File: config.mk
export PLATFORM = sky130hd
export DESIGN_NAME = scan_readout
export DESIGN_NICKNAME = d
export VERILOG_FILES = /design/src/rtl/scan_readout_pkg.sv /design/src/rtl/scan_gather.sv /design/src/rtl/scan_hold.sv /design/src/rtl/scan_tally.sv /design/src/rtl/scan_readout.sv
export SDC_FILE = /design/constraint.sdc
export NUM_CORES = 1
export LEC_CHECK = 0
export BUFFER_PORTS_ARGS = -buffer_cell sky130_fd_sc_hd__buf_2
export CORE_UTILIZATION = 46
export DETAILED_ROUTE_END_ITERATION = 6
export PLACE_DENSITY = 0.7
export SLEW_MARGIN = 25
export SYNTH_ARGS = -nofsm -noshare
export SYNTH_HDL_FRONTEND = slang
export SYNTH_HIERARCHICAL = 1
export SYNTH_SLANG_ARGS = --single-unit
File: constraint.sdc
create_clock -name clk -period 5.9 [get_ports clk]
set_input_delay 0.295 -clock clk [delete_from_list [all_inputs] [get_ports clk]]
set_output_delay 0.295 -clock clk [all_outputs]
set_load 0.02 [all_outputs]
File: src/rtl/scan_readout_pkg.sv
package scan_readout_pkg;

   // Index width that stays legal for a single-entry structure.
   function automatic int unsigned idx_width(input int unsigned n);
      return (n > 1) ? $clog2(n) : 1;
   endfunction

endpackage

File: src/rtl/scan_gather.sv
module scan_gather
   import scan_readout_pkg::*;
#(
   parameter int unsigned WORD_W = 16,
   parameter int unsigned CHANS  = 4,
   parameter int unsigned LVL_W  = 8
) (
   input  logic                    clk,
   input  logic                    rst_n,
   input  logic [LVL_W-1:0]        fifo_level,
   input  logic [WORD_W-1:0]       fifo_word,
   input  logic                    hold_free,
   output logic                    fifo_pop,
   output logic                    rec_load,
   output logic [WORD_W*CHANS-1:0] rec_data
);

   localparam int unsigned IDX_W = idx_width(CHANS);
   localparam logic [IDX_W-1:0] LAST_IDX = IDX_W'(CHANS - 1);

   logic             busy;
   logic [IDX_W-1:0] idx;
   logic             start;
   logic             last;

   assign start    = !busy && (fifo_level >= LVL_W'(CHANS)) && hold_free;
   assign fifo_pop = busy || start;
   assign last     = fifo_pop && (idx == LAST_IDX);
   assign rec_load = last;

   always_ff @(posedge clk or negedge rst_n) begin
      if (!rst_n) begin
         busy <= 1'b0;
         idx  <= '0;
      end else if (fifo_pop) begin
         busy <= !last;
         idx  <= last ? '0 : idx + 1'b1;
      end
   end

   // Earlier lanes are registered; the final lane passes straight through
   // so the record is complete on the cycle of the last pop.
   for (genvar g = 0; g < CHANS; g++) begin : g_lane
      if (g == CHANS - 1) begin : g_direct
         assign rec_data[g*WORD_W +: WORD_W] = fifo_word;
      end else begin : g_reg
         logic [WORD_W-1:0] lane_q;
         always_ff @(posedge clk or negedge rst_n) begin
            if (!rst_n)
               lane_q <= '0;
            else if (fifo_pop && (idx == IDX_W'(g)))
               lane_q <= fifo_word;
         end
         assign rec_data[g*WORD_W +: WORD_W] = lane_q;
      end
   end

   assert_pop_nonempty_R2: assert property (@(posedge clk) disable iff (!rst_n)
      fifo_pop |-> (fifo_level != '0));

   assert_burst_contig_R2: assert property (@(posedge clk) disable iff (!rst_n)
      (fifo_pop && !rec_load) |=> fifo_pop);

endmodule

File: src/rtl/scan_hold.sv
module scan_hold #(
   parameter int unsigned REC_W = 64
) (
   input  logic             clk,
   input  logic             rst_n,
   input  logic             rec_load,
   input  logic [REC_W-1:0] rec_data,
   input  logic             host_ack,
   output logic             scan_valid,
   output logic [REC_W-1:0] scan_data,
   output logic             hold_free,
   output logic             take
);

   assign take      = scan_valid && host_ack;
   assign hold_free = !scan_valid || host_ack;

   always_ff @(posedge clk or negedge rst_n) begin
      if (!rst_n) begin
         scan_valid <= 1'b0;
         scan_data  <= '0;
      end else begin
         if (rec_load) begin
            scan_valid <= 1'b1;
            scan_data  <= rec_data;
         end else if (take) begin
            scan_valid <= 1'b0;
         end
      end
   end

   assert_hold_stable_R4: assert property (@(posedge clk) disable iff (!rst_n)
      (scan_valid && !host_ack) |=> (scan_valid && $stable(scan_data)));

   assert_no_overwrite_R4: assert property (@(posedge clk) disable iff (!rst_n)
      rec_load |-> (!scan_valid || host_ack));

   assert_ack_clears_R5: assert property (@(posedge clk) disable iff (!rst_n)
      (scan_valid && host_ack && !rec_load) |=> !scan_valid);

endmodule

File: src/rtl/scan_tally.sv
module scan_tally #(
   parameter int unsigned CNT_W = 32
) (
   input  logic             clk,
   input  logic             rst_n,
   input  logic             written_inc,
   input  logic             deliver_inc,
   output logic [CNT_W-1:0] backlog
);

   logic [CNT_W-1:0] wr_cnt;
   logic [CNT_W-1:0] dl_cnt;

   always_ff @(posedge clk or negedge rst_n) begin
      if (!rst_n) begin
         wr_cnt <= '0;
         dl_cnt <= '0;
      end else begin
         if (written_inc) wr_cnt <= wr_cnt + 1'b1;
         if (deliver_inc) dl_cnt <= dl_cnt + 1'b1;
      end
   end

   // Modular difference: correct through wrap of either counter.
   assign backlog = wr_cnt - dl_cnt;

   assert_backlog_step_R6: assert property (@(posedge clk) disable iff (!rst_n)
      1'b1 |=> (backlog == $past(backlog) + CNT_W'($past(written_inc))
                                          - CNT_W'($past(deliver_inc))));

endmodule

File: src/rtl/scan_readout.sv
module scan_readout #(
   parameter int unsigned WORD_W = 16,
   parameter int unsigned CHANS  = 4,
   parameter int unsigned LVL_W  = 8,
   parameter int unsigned CNT_W  = 32
) (
   input  logic                    clk,
   input  logic                    rst_n,
   input  logic [LVL_W-1:0]        fifo_level,
   input  logic [WORD_W-1:0]       fifo_word,
   output logic                    fifo_pop,
   input  logic                    scan_written,
   output logic                    scan_valid,
   output logic [WORD_W*CHANS-1:0] scan_data,
   input  logic                    host_ack,
   output logic [CNT_W-1:0]        backlog
);

   localparam int unsigned REC_W = WORD_W * CHANS;

   initial begin
      assert (WORD_W >= 1) else $error("WORD_W must be at least 1");
      assert (CHANS >= 1) else $error("CHANS must be at least 1");
      assert (CNT_W >= 2) else $error("CNT_W must be at least 2");
      assert (LVL_W <= 31 && CHANS < (1 << LVL_W))
         else $error("LVL_W too narrow to express CHANS");
   end

   logic             rec_load;
   logic [REC_W-1:0] rec_data;
   logic             hold_free;
   logic             take;

   scan_gather #(
      .WORD_W (WORD_W),
      .CHANS  (CHANS),
      .LVL_W  (LVL_W)
   ) u_gather (
      .clk        (clk),
      .rst_n      (rst_n),
      .fifo_level (fifo_level),
      .fifo_word  (fifo_word),
      .hold_free  (hold_free),
      .fifo_pop   (fifo_pop),
      .rec_load   (rec_load),
      .rec_data   (rec_data)
   );

   scan_hold #(
      .REC_W (REC_W)
   ) u_hold (
      .clk        (clk),
      .rst_n      (rst_n),
      .rec_load   (rec_load),
      .rec_data   (rec_data),
      .host_ack   (host_ack),
      .scan_valid (scan_valid),
      .scan_data  (scan_data),
      .hold_free  (hold_free),
      .take       (take)
   );

   scan_tally #(
      .CNT_W (CNT_W)
   ) u_tally (
      .clk         (clk),
      .rst_n       (rst_n),
      .written_inc (scan_written),
      .deliver_inc (take),
      .backlog     (backlog)
   );

   assert_valid_backlog_R8: assert property (@(posedge clk) disable iff (!rst_n)
      scan_valid |-> (backlog != '0));

endmodule

* Word level (Yosys, flattened, before mapping) *
Cells that the tools add are included.

word-level totals
  bits of input ports = 28
  word-level logic and storage cells = 34
  register bits after elaboration = 180

operators by class
  muxes and demuxes = 3
  equal/unequal tests = 3
  add/sub/neg operators = 4
  reductions and logical operators = 14
  $lt $le $gt $ge = 1

operator list
  operator                                              count
  adder 32 x 1 -> 32 bit (second input constant)        2
  subtractor 32 bit                                     1
  >= comparator 8 x 3 -> 1 bit (second input constant)  1
  logical AND 1 bit                                     7
  == test 2 bit (second input constant)                 2
  zero test 1 bit                                       3
  adder 2 x 1 -> 2 bit (second input constant)          1
  == test 2 x 1 -> 1 bit (second input constant)        1
  zero test 2 bit                                       1
  logical OR 1 bit                                      2
  2-to-1 mux 1 bit                                      2
  2-to-1 mux 2 bit                                      1
  nonzero test 2 bit                                    1

* Depth between registers and ports, before layout *
  depth in word-level cells = 6
  mapped depth = 10

* Hierarchy *
Netlist, hierarchy kept.

by module, submodules not included
  module       times used  cells each  area an instance (µm²)  sequential area each (µm²)
  scan_tally   1           538         4732.0                  1601.5
  scan_hold    1           139         2622.5                  1626.6
  scan_gather  1           150         2210.9                  1276.2

* Worst setup path after synthesis *
Ideal clock, no wire load.

  path kind = reg-to-output
  start point = register u_tally.wr_cnt[0]
  end point = output port backlog[18]
  arrival = 2661 ps
  stages on the path, launching flop included = 11
  path slack = 2944 ps
  data required time = 5605 ps
  path buffers = 0
  path through = dfrtp_1 inv_1 ha_1 fa_1 and2b_1 o2111ai_2 a211oi_2 nor2_1 o31a_1 a311oi_2 xor2_1

between the ends
  longest elaborated chain between the ends = 1

ends and longest elaborated chain
  what                      RTL line            RTL
  start: declaration        scan_tally.sv:11    logic [CNT_W-1:0] wr_cnt;
  start signal: assignment  scan_tally.sv:19    if (written_inc) wr_cnt <= wr_cnt + 1'b1;
  subtractor 32 bit         scan_tally.sv:25    assign backlog = wr_cnt - dl_cnt;
  end: declaration          scan_readout.sv:16  output logic [CNT_W-1:0] backlog

Every way passes these cells.

* Worst setup path in the final report *
  start point = register u_tally.wr_cnt[0]
  end point = output port backlog[30]

The elaborated chain is that of the path after synthesis.

==> impl_metrics.tcl <==
set metrics [dict create \
    status "finished clean" \
    hpwlAfterDp_mm 13.5 \
    grt_util_met3_pct 6.09 \
    drive_gt1_share_pct 31.2 \
    layout.cells.non_filler 1221 \
    hold-path-endpoint "u_tally/wr_cnt[0]" \
    synth_top_area_cell "dfrtp_1" \
    drv_slew 0 \
    drtPass1Iterations 5 \
    routed_via_density 5.19 \
    synth_top_area_share_pct 47.1 \
    syn_nets 893 \
    ios 126 \
    cts_buffer_depth 2 \
    worstPathRequired_ns 5.61 \
    holdCritPathClass "primary input to flop" \
    syn_area_mm2 0.00957 \
    path_max_fanout 4 \
    drt-total-wl_mm 19.0 \
    layout.nets 1003 \
    coreArea_mm2 0.0203 \
    synth.avg_cell_area_um2 11.6 \
    critPathLaunchType "flop" \
    synth_edf_count 0 \
    ys_top_cells_by_area "dfrtp_1, mux2_4, mux2_2, xnor2_1, ha_1" \
    final_cell_mix "dfrtp_1, buf_2, xnor2_1" \
    gp_congestion 0.841 \
    top_usage_layer "met2" \
    num_rows 52 \
    cts_tree "done" \
    ant_nets 0 \
    io_buffers 123 \
    finalHoldViolations 0 \
    crit_type "flop to output pin" \
    cts_buffers 17 \
    clock_latency_ns 0.42 \
    yosysUniqueCellTypes 67 \
    cp_slowest_cell "fa_1" \
    worst_slew_pin_slew_ns 0.997 \
    drc 0 \
    grt_pass1_vias 6452 \
    ys_ff_latch 180 \
    hold_depth 2 \
    grt_usage_pct 18.6 \
    leakagePower_nw 5.09 \
    dp.cells 1186 \
    final_common_cell "dfrtp_1" \
    grt_overflow_total 0 \
    fin_util_pct 54.2 \
    total_power_w 0.00549 \
    max_freq_mhz 274 \
    drt_iter0_markers 242 \
    fin_skew_ns 0.00914 \
    ir_drop_mv 0.330 \
    setup_viol 0 \
    ys.flop_type "dfrtp_1" \
    cp.arrival_ns 3.35 \
    regToRegEndpoint "u_hold/scan_data[9]" \
    cts_sinks 180 \
    worstHoldStart "scan_written" \
    met2_usage_pct 29.3 \
    period_minus_slack_ns 3.65 \
    r2r-start "u_hold/scan_valid" \
    yosysSeqAreaShare_pct 47.1 \
    fin_crit_sh_pct 61.8 \
    die_x_um 146 \
    grt_max_degree 74 \
    clk_pin_slew_ns 0.07 \
    wl_per_cell_um 15.5 \
    post_cts_buffers 0 \
    synthCells 827 \
    drv_cap 0 \
    power_density_mw_per_mm2 499 \
    start_util_pct 47.1 \
    reg2regPathDepth 6 \
    cts-root-buf "clkbuf_16" \
    relSlewSlack_pct 33.5 \
    slowest_delay_ns 0.43 \
    met1_usage_pct 24.5 \
    dieArea_mm2 0.0214 \
    syn2layout_area_growth_pct 14.9 \
    grt_first_pass_wirelength_mm 32.2 \
    end_kind "output pin" \
    htreeDepth 4 \
    rrSetupSlack_ns 3.15 \
    vias 6343 \
    yosysWarnings 6 \
    grt_antenna_before_repair 1 \
    tns_ns 0 \
    path_cells "inv_1 -> ha_1 -> fa_1 -> and2b_1 -> o2111ai_2 -> a211oi_2 -> o311a_1 -> a2111oi_4 -> o31ai_1 -> xor2_1 -> buf_2" \
    ys_async_sr_fraction_pct 100 \
    fp.dieH_um 146 \
    rsz0062_at_grt "no" \
]
==> power breakdown <==
part           internal (W)  leakage [nW]  switching, W  total (W)
Clock              0.000772         0.324      0.000483    0.00126
Sequential          0.00170          2.20      0.000282    0.00198
Combinational       0.00111          2.56       0.00114    0.00225
Total               0.00358          5.09       0.00190    0.00549
==> per-layer routing <==
| layer | part of all wire [%] | vias up |
|---|---|---|
| li1 | - | 3099 |
| met1 | 47 | 3106 |
| met2 | 46 | 117 |
| met3 | 5.9 | 19 |
| met4 | 1.2 | 2 |
| met5 | 0.058 | - |
==> registers in the layout, indices dropped and copies added, names as in the netlist <==
signal and cells:
u_gather/busy 1, u_gather/g_lane.g_reg.lane_q 48, u_gather/idx 2, u_hold/scan_data 64, u_hold/scan_valid 1, u_tally/dl_cnt 32
u_tally/wr_cnt 32
==> how the worst max path moves through the flow <==
stage / start / to / slack, ns
detailed placement: u_tally/wr_cnt[0] / backlog[30] / 2.68
global placement: u_tally/wr_cnt[0] / backlog[30] / 2.69
global route: u_tally/wr_cnt[0] / backlog[30] / 2.04
floorplan: u_tally/wr_cnt[0] / backlog[18] / 2.94
CTS: u_tally/wr_cnt[0] / backlog[30] / 2.19
finish: u_tally/wr_cnt[0] / backlog[30] / 2.25
==> through the flow <==
stage / area [um^2] / hold slack [ns] / setup slack [ns]
after floorplan: 9570 / -0.000591 / 2.94
after detailed placement: 10300 / 0.267 / 2.68
after CTS: 11000 / 0.0998 / 2.19
final: 11000 / 0.121 / 2.25
after global routing: 11000 / 0.123 / 2.04
after global placement: 10300 / 0.268 / 2.69
==> cell families after synthesis <==
family / synth area share (%)
AO/OA/AOI/OAI: 8.23
XOR/XNOR: 8.15
adder cells (fa/ha/maj): 5.05
buffers and inverters: 4.83
flip-flops: 47.1
multiplexers: 15.4
AND/OR/NAND/NOR: 11.2
==> layout make-up <==
| cell class | count | area, um^2 |
|---|---|---|
| clock buffer | 19 | 443 |
| antenna | 1 | 2.50 |
| inverter | 44 | 165 |
| multi-input combinational | 562 | 4610 |
| clock inverter | 13 | 219 |
| tap | 270 | 338 |
| fill | 1788 | 9310 |
| timing repair buffer | 132 | 712 |
| sequential | 180 | 4500 |
==> what timing repair did <==
| action | 4_1_cts | 5_1_grt |
|---|---|---|
| gates resized for setup | 0 | 0 |
| hold buffers | 1 | 0 |
| endpoints found under the hold margin | 50 | 0 |
| endpoints found under the setup margin | 0 | 0 |
==> critical path, delay by kind of cell, from the launching register on <==
| kind | cells | cell delay (ns) |
|---|---|---|
| xor+xnor | 1 | 0.17 |
| simple gates | 1 | 0.26 |
| flops | 1 | 0.40 |
| compound gates | 5 | 1.18 |
| buf+inv | 2 | 0.26 |
| fa+ha+maj | 2 | 0.66 |
==> cell usage after synthesis, types with 2 or more instances <==
cell / instances
mux2_2: 64
buf_6: 10
o2111ai_1: 2
nor2_1: 36
nor3b_1: 2
a21o_1: 10
nand4_1: 18
a31o_2: 2
o21a_1: 6
nand3b_1: 2
dfrtp_1: 180
xor2_1: 16
a31oi_1: 4
inv_1: 44
ha_1: 37
a21oi_1: 28
nand2b_1: 8
nor3_2: 3
nand3_1: 35
nor2b_1: 4
nand2_1: 58
and4_1: 6
mux2i_1: 2
a311oi_1: 2
nor3_1: 7
clkbuf_1: 9
xnor2_1: 73
and2_1: 7
buf_2: 5
a211o_1: 2
a21o_2: 2
o31ai_1: 2
a21oi_2: 4
and3_1: 12
buf_4: 16
o21ai_0: 23
o311ai_0: 2
o211ai_1: 3
nor4_1: 3
a211oi_1: 3
mux2_4: 49
(Power assumes the default switching activity.)
